### config.mk
export PLATFORM = sky130hd
export DESIGN_NAME = rcc_top
export DESIGN_NICKNAME = d
export VERILOG_FILES = /design/src/rtl/rcc_pkg.sv /design/src/rtl/rcc_cause_flags.sv /design/src/rtl/rcc_sw_pulse.sv /design/src/rtl/rcc_remap_bit.sv /design/src/rtl/rcc_top.sv
export SDC_FILE = /design/constraint.sdc
export NUM_CORES = 1
export LEC_CHECK = 0
export CORE_AREA = 3 3 40 42
export CTS_CLUSTER_DIAMETER = 30
export DETAILED_ROUTE_END_ITERATION = 10
export DIE_AREA = 0 0 43 45
export PLACE_DENSITY = 0.67
export SLEW_MARGIN = 20
export SYNTH_ARGS = -nofsm -noshare
export SYNTH_HDL_FRONTEND = slang
export SYNTH_HIERARCHICAL = 1
export SYNTH_SLANG_ARGS = --single-unit
### constraint.sdc
create_clock -name clk -period 1.3 [get_ports clk]
set_input_delay 0.195 -clock clk [delete_from_list [all_inputs] [get_ports clk]]
set_output_delay 0.195 -clock clk [all_outputs]
set_load 0.02 [all_outputs]
### src/rtl/rcc_pkg.sv
`timescale 1ns/1ps
// Package: shared register offsets and bit positions for the reset-cause block.
// Assumes a 2-bit word offset on the register port.
package rcc_pkg;
    typedef enum logic [1:0] {
        OFS_REMAP  = 2'd0,
        OFS_CAUSE  = 2'd1,
        OFS_CLEAR  = 2'd2,
        OFS_UNUSED = 2'd3
    } rcc_ofs_e;

    localparam int FLAG_N      = 3;
    localparam int BIT_POR     = 0;
    localparam int BIT_WDT     = 1;
    localparam int BIT_SW      = 2;
    localparam int BIT_MAP     = 0;
    localparam int BIT_SMSRAM  = 3;
    localparam int BIT_SMFLASH = 4;
    localparam logic [FLAG_N-1:0] FLAGS_AT_POR = 3'b001;
endpackage

### src/rtl/rcc_cause_flags.sv
`timescale 1ns/1ps
// Module: sticky reset-cause flag storage.
// Only the power-on input reinitialises the flags. Set requests beat
// clear requests on the same bit in the same cycle.
module rcc_cause_flags
    import rcc_pkg::*;
(
    input  logic              clk,
    input  logic              por_n,
    input  logic [FLAG_N-1:0] set_vec,
    input  logic [FLAG_N-1:0] clr_vec,
    output logic [FLAG_N-1:0] flags
);
    // Flag update: power-on load, else clear then set (set wins).
    always_ff @(posedge clk) begin
        if (!por_n) flags <= FLAGS_AT_POR;
        else        flags <= (flags & ~clr_vec) | set_vec;
    end

    for (genvar i = 0; i < FLAG_N; i++) begin : g_chk

        set_wins_chk: assert property (@(posedge clk) disable iff (!por_n)
            set_vec[i] |=> flags[i]);

        clear_bit_chk: assert property (@(posedge clk) disable iff (!por_n)
            (clr_vec[i] && !set_vec[i]) |=> !flags[i]);

        hold_bit_chk: assert property (@(posedge clk) disable iff (!por_n)
            (!clr_vec[i] && !set_vec[i]) |=> $stable(flags[i]));
    end
endmodule

### src/rtl/rcc_sw_pulse.sv
`timescale 1ns/1ps
// Module: stretches a one-cycle software reset trigger into a reset pulse
// of PULSE_CYC cycles, starting the cycle after the trigger edge.
// Assumes PULSE_CYC >= 1. A new trigger during a pulse reloads it.
module rcc_sw_pulse #(
    parameter int PULSE_CYC = 2
) (
    input  logic clk,
    input  logic por_n,
    input  logic trigger,
    output logic active
);
    localparam int CW = $clog2(PULSE_CYC + 1);
    logic [CW-1:0] cnt;

    // Countdown: load on trigger, then decrement to zero.
    always_ff @(posedge clk) begin
        if (!por_n)          cnt <= '0;
        else if (trigger)    cnt <= CW'(PULSE_CYC);
        else if (cnt != '0)  cnt <= cnt - 1'b1;
    end

    assign active = (cnt != '0);


    sw_start_chk: assert property (@(posedge clk) disable iff (!por_n)
        trigger |=> active);
    if (PULSE_CYC >= 2) begin : g_len

        sw_min_len_chk: assert property (@(posedge clk) disable iff (!por_n)
            $rose(active) |=> active);
    end
endmodule

### src/rtl/rcc_remap_bit.sv
`timescale 1ns/1ps
// Module: boot remap control bit. Any reset source returns it to 0
// (flash at address zero). Reset has priority over a write.
module rcc_remap_bit (
    input  logic clk,
    input  logic por_n,
    input  logic any_rst,
    input  logic wr_en,
    input  logic wr_val,
    output logic sel
);
    // Remap state: cleared by any reset, else loaded by a write.
    always_ff @(posedge clk) begin
        if (!por_n || any_rst) sel <= 1'b0;
        else if (wr_en)        sel <= wr_val;
    end


    remap_reset_chk: assert property (@(posedge clk) disable iff (!por_n)
        any_rst |=> !sel);

    remap_write_chk: assert property (@(posedge clk) disable iff (!por_n)
        (wr_en && !any_rst) |=> (sel == $past(wr_val)));
endmodule

### src/rtl/rcc_top.sv
`timescale 1ns/1ps
// Module: reset-cause capture and boot remap control, top level.
// Merges the reset sources into sys_rst_n, keeps sticky cause flags, decodes
// the register port and returns combinational read data.
// Assumes DATA_W >= 5 and a single-cycle register port.
module rcc_top
    import rcc_pkg::*;
#(
    parameter int DATA_W       = 8,
    parameter int SW_PULSE_CYC = 2
) (
    input  logic              clk,
    input  logic              por_n,
    input  logic              ext_rst_n,
    input  logic              wdt_expire,
    input  logic              cfg_small_flash,
    input  logic              cfg_small_sram,
    input  logic              reg_wr,
    input  logic [1:0]        reg_addr,
    input  logic [DATA_W-1:0] reg_wdata,
    output logic [DATA_W-1:0] reg_rdata,
    output logic              sys_rst_n,
    output logic              remap_sram
);
    logic              wr_remap, wr_cause, wr_clear;
    logic              sw_trig, sw_active, any_rst;
    logic [FLAG_N-1:0] set_vec, clr_vec, flags;
    logic              unused_wdata;

    assign unused_wdata = ^reg_wdata[DATA_W-1:FLAG_N];

    // Write decode for the three mapped registers.
    always_comb begin
        wr_remap = reg_wr && (reg_addr == OFS_REMAP);
        wr_cause = reg_wr && (reg_addr == OFS_CAUSE);
        wr_clear = reg_wr && (reg_addr == OFS_CLEAR);
    end

    assign sw_trig = wr_cause && reg_wdata[BIT_SW];

    // Set and clear vectors for the flag store.
    always_comb begin
        set_vec          = '0;
        set_vec[BIT_WDT] = wdt_expire;
        set_vec[BIT_SW]  = sw_trig;
        clr_vec          = wr_clear ? reg_wdata[FLAG_N-1:0] : '0;
    end

    rcc_cause_flags u_flags (
        .clk     (clk),
        .por_n   (por_n),
        .set_vec (set_vec),
        .clr_vec (clr_vec),
        .flags   (flags)
    );

    rcc_sw_pulse #(.PULSE_CYC(SW_PULSE_CYC)) u_swp (
        .clk     (clk),
        .por_n   (por_n),
        .trigger (sw_trig),
        .active  (sw_active)
    );

    // Non-power-on reset sources, merged.
    assign any_rst   = !ext_rst_n || wdt_expire || sw_active;
    assign sys_rst_n = por_n && !any_rst;

    rcc_remap_bit u_remap (
        .clk     (clk),
        .por_n   (por_n),
        .any_rst (any_rst),
        .wr_en   (wr_remap),
        .wr_val  (reg_wdata[BIT_MAP]),
        .sel     (remap_sram)
    );

    // Read mux: unmapped offsets and reserved bits read zero.
    always_comb begin
        reg_rdata = '0;
        case (reg_addr)
            OFS_REMAP: begin
                reg_rdata[BIT_MAP]     = remap_sram;
                reg_rdata[BIT_SMSRAM]  = cfg_small_sram;
                reg_rdata[BIT_SMFLASH] = cfg_small_flash;
            end
            OFS_CAUSE: reg_rdata[FLAG_N-1:0] = flags;
            default:   reg_rdata = '0;
        endcase
    end


    wdt_to_reset_chk: assert property (@(posedge clk) disable iff (!por_n)
        wdt_expire |-> !sys_rst_n);

    pin_to_reset_chk: assert property (@(posedge clk) disable iff (!por_n)
        !ext_rst_n |-> !sys_rst_n);
endmodule

Word-level counts from Yosys, hierarchy flattened:

Cells that the tools add are included.

* output and inout port bits: 10
* logic and storage cells: 32
* bits of input ports: 17
* register bits: 6

* reduce and logical (&&, ||, !) cells: 15
* mux-type cells: 6
* bitwise logic cells: 4
* add/subtract/negate cells: 1
* eq/ne operators: 2

Operator list (count)
* $mux 2: 4
* $logic_and 1x1->1: 5
* $reduce_bool 2->1: 2
* $and 3x3->3: 1
* $logic_not 1->1: 3
* $logic_or 1x1->1: 3
* $mux 3: 1
* $not 3->3: 1
* $or 3x3->3: 1
* $eq 2x1->1 const B: 1
* $eq 2x2->1 const B: 1
* $logic_not 2->1: 1
* $pmux 1 s2: 1
* $reduce_or 2->1: 1
* $sub 2x1->2 const B: 1
* $not 1->1: 1

Longest topological paths before layout:

Gate-level depths: netlist of the first run.

* depth in word-level cells: 6
* depth in mapped cells: 4
* depth with buffers taken out: 4

Modules after synthesis:

Netlist of the first run, hierarchy kept.

By module, submodules not included
* rcc_top: cells each 20, area each 133.9 um2, seq. area each 0.0 um2, times used 1
* rcc_cause_flags: cells each 9, area each 116.4 um2, seq. area each 60.1 um2, times used 1
* rcc_sw_pulse: cells each 6, area each 70.1 um2, seq. area each 40.0 um2, times used 1
* rcc_remap_bit: cells each 3, area each 42.5 um2, seq. area each 20.0 um2, times used 1

Worst setup path before layout of the first run:

OpenSTA, ideal clock, no wires.

* path kind: flip-flop to output port
* start: reg u_swp.cnt[1]
* end: out sys_rst_n
* stages on the path, launching flop included: 4
* path buffers: 0
* slack: 0.006 ns
* data arrival time: 1.099 ns
* required time: 1.105 ns
* cell sequence: dfxtp_1 or2_1 or3b_1 nor2_2

* word-level cells in the longest chain between the ends: 4

Ends and longest elaborated chain
* start: declaration: RTL line rcc_sw_pulse.sv:14 `logic [CW-1:0] cnt;`
* start signal: assignment: RTL line rcc_sw_pulse.sv:19 `else if (trigger) cnt <= CW'(PULSE_CYC);`
* start signal: assignment: RTL line rcc_sw_pulse.sv:20 `else if (cnt != '0) cnt <= cnt - 1'b1;`
* $reduce_bool 2->1: RTL line rcc_sw_pulse.sv:23 `assign active = (cnt != '0);`
* named net sw_active: RTL line rcc_top.sv:26 `logic sw_trig, sw_active, any_rst;`
* $logic_or 1x1->1: RTL line rcc_top.sv:65 `assign any_rst = !ext_rst_n || wdt_expire || sw_active;`
* named net any_rst: RTL line rcc_top.sv:26
* $logic_not 1->1: RTL line rcc_top.sv:66 `assign sys_rst_n = por_n && !any_rst;`
* $logic_and 1x1->1: RTL line rcc_top.sv:66
* end: declaration: RTL line rcc_top.sv:22 `output logic sys_rst_n,`

The timed path passes the listed nets, and every way through them passes these cells.

Worst setup path after layout of the first run:

Same ends and word-level chain as after synthesis.

==> implementation parameters, run 1 <==
Parameter                              Value

Outcome
  Run status ... finished with violations
  Violated checks ... setup timing

Floorplan
  Starting density of the core ... around 28%
  Number of top-level design ports ... 27
  Full die area ... between 1500 and 2000 um2
  Std cell rows ... 13
  Die Ht ... 45 um
  Die outline width ... around 43 um
  Core area ... about 1300 um2

Yosys
  Area share of the leading cell type in the synthesized netlist ... roughly 33%
  Cell area after synthesis ... between 300 and 400 um2
  Total of warnings raised by yosys ... 6
  Portion of the post-synthesis area used by sequential elements ... 33.1%
  Synth Register Bits ... 6
  Cell taking the most area after synthesis ... dfxtp_1
  Mapped Avg Cell Area ... about 9.5 um2
  Unique cell type count in the Yosys netlist ... 21
  Synthesized netlist cell count ... 38
  Top cells by area in the synthesized netlist ... dfxtp_1, nor2b_4, buf_4

Critical path
  Slowest cell on the critical path ... or3b_4
  CP startpoint kind ... register
  Critical path data required time ... ~1.1 ns
  CP top delay family ... simple AND/OR/NAND/NOR gates
  Type of the worst setup path ... register to primary output
  Worst-path cell chain ... or2_1 > or3b_4 > nor2_4 > buf_6
  Crit end category ... primary output
  Worst Path Buf+Inv ... 1
  Arrival time of the worst setup path ... 1.38 ns
  Slowest cell delay on critical path ... a little under 0.4 ns
  Maximum fanout encountered on the critical timing path ... 3

Placed design
  Cell area after placement ... 596 um2
  Port Buffer Count ... 18
  Routability Congestion ... roughly 0.7
  Half-perimeter wire length after placement ... 636 um

GRT
  Gr ovfl total ... 0
  Number of antenna violations at the first check in global routing ... 0
  Global-route wire length before repair ... around 1.4 mm
  Overall fraction of global-route tracks in use ... roughly a tenth
  Vias in the first global route ... around 330
  Pin count of the biggest net entering global routing ... 7

Job
  Reported max-cap violation count ... 0

Clock network
  Number of levels in the clock H-tree ... 1
  Count of clock tree sinks ... 6
  Root buffer selected by CTS ... clkbuf_4
  Clock tree from TritonCTS ... built
  # hold bufs at CTS ... 0
  Insertion delay of the later-clocked pin in the worst-skew pair ... approximately 0.24 ns
  Number of buffers inserted during clock tree synthesis ... 3
  Buffer levels on the longest clock path ... 2
  Clock slew seen by the registers of the worst setup and hold paths ... roughly 0.05 ns

Drt
  Via/cell ratio ... 4.30
  Routed wire length per instance ... 10.2 um
  Number of DRC violations after detailed routing ... 0
  First-iteration detailed-routing DRC count ... 6
  Post-detailed-routing wire length ... 826 um
  Overall via count from detail_route ... between 300 and 400
  Number of nets still failing antenna checks after routing ... 0
  Router iterations before antenna repair ... 4

Power and ir drop
  Total power ... 478 uW
  Static power due to leakage ... approximately 0.30 nW
  Maximum resistive drop on vdd ... 436 uV
  Pwr Density ... 759 nW/um2

STA
  Final period util ... 121%
  Minimum setup slack in the final design ... -0.275 ns
  Unrepaired setup endpoints after global routing ... true
  Achievable Freq ... about 640 MHz
  Endpoints failing setup ... 2
  Layout Skew ... 0.00244 ns
  Hold violation count in the final report ... 0
  Final max-slew violation count ... 0
  Time the worst path needs with I/O delays and setup ... between 1.5 and 2 ns

Layout
  NumNets Final ... 85
  Most common library cell in the layout ignoring fill and taps ... clkdlybuf4s50_1
  Area added between synthesis and finish ... 73.4%
  Post-route design area ... between 600 and 700 um2
  Fraction of layout instances using a drive strength above 1 ... 33.3%
  Number of diodes added for antenna fixing ... 0
  Leading cell types in the layout, fill and taps excluded ... clkdlybuf4s50_1, buf_4, dfxtp_1

Worst hold path
  Tightest Hold Check Type ... register to register
==> registers in the layout, indices dropped and copies added, names as in the netlist <==
register and flops:
u_swp/cnt 2, u_remap/sel 1, u_flags/flags 3
==> synthesized netlist by cell type <==
master / number
a21oi_1: 1
and2_1: 3
and3_1: 3
and3b_1: 2
and4b_1: 1
and4bb_2: 1
buf_4: 3
conb_1: 1
dfxtp_1: 6
inv_1: 1
mux2i_1: 2
nand2b_1: 1
nand3b_1: 1
nor2_1: 2
nor2_2: 1
nor2b_1: 2
nor2b_4: 2
nor3b_2: 1
o21a_1: 2
or2_1: 1
or3b_1: 1
==> what timing repair did <==
| action | CTS | global route |
|---|---|---|
| gates resized for setup | 17 | 10 |
| buffers inserted | 0 | 1 |
| setup endpoints to repair | 9 | 5 |
==> through the flow <==
| stage | setup TNS, ns | std cells | utilization [%] | hold slack, ns | setup WS (ns) |
|---|---|---|---|---|---|
| after floorplan | 0 | 41 | - | 0.280 | 0.00635 |
| after global placement | -3.92 | 77 | 46.3 | 0.465 | -0.594 |
| after detailed placement | -3.99 | 77 | 46.3 | 0.472 | -0.610 |
| after CTS | -0.289 | 80 | 47.7 | 0.487 | -0.289 |
| after global routing | -0.448 | 81 | 49.0 | 0.523 | -0.322 |
| final | -0.370 | 81 | 49.0 | 0.480 | -0.275 |
==> where the power goes <==
part	total (mW)	switching, mW	internal [mW]
registers	0.192	0.00206	0.190
logic	0.116	0.0477	0.0681
clock network	0.170	0.0659	0.104
total	0.478	0.116	0.362
==> path summary, 6_finish.rpt <==
kind / cells after the start / startpoint / end / slack [ns]
max: 4 / u_swp/cnt[1]$_SDFFE_PN0P_ / sys_rst_n / -0.27
min: 2 / u_flags/flags[0]$_SDFF_PN1_ / u_flags/flags[0]$_SDFF_PN1_ / 0.48
max reg2reg: 5 / u_swp/cnt[1]$_SDFFE_PN0P_ / u_remap/sel$_SDFFE_PP0P_ / -0.10
min reg2reg: 2 / u_flags/flags[0]$_SDFF_PN1_ / u_flags/flags[0]$_SDFF_PN1_ / 0.48
==> cell families (layout without fill, tap and decap cells) <==
family	after synthesis	count (layout)	synth area share, %
simple gates	22	22	47.6
flops	6	6	33.1
buf+inv	4	29	7.24
other cells	1	4	1.03
mux	2	2	5.52
compound gates	3	3	5.51
==> per-layer routing <==
metal  share of wire [%]  global-route usage [%]  vias up  wire (um)
met5                   0                       0        -          0
li1                    -                       -      179          -
met4                   0                    7.23        0          0
met2                  40                    13.5       22        328
met3                  16                    5.18        0        134
met1                  44                    12.3      147        364
==> layout make-up <==
cell class / instances / area (um2)
multi-input cells: 31 / 238
clock buffers: 3 / 22.5
fillers: 134 / 656
inverters: 1 / 3.75
repair buffers: 25 / 225
well taps: 15 / 18.8
flip-flops and latches: 6 / 121
==> tightest hold or removal path: cells and delay by family, from the launching register on <==
family	cells	cell delay, ns
flip-flops	1	0.32
AND/OR/NAND/NOR	2	0.13
Power figures use the tool's default switching activity.
==> inputs of run 2 (changes only) <==
Settings changed: CAP_MARGIN set to 20.
==> results of run 2 <==
Same layout as run 1: the final DEF is identical, and so are final timing and power.
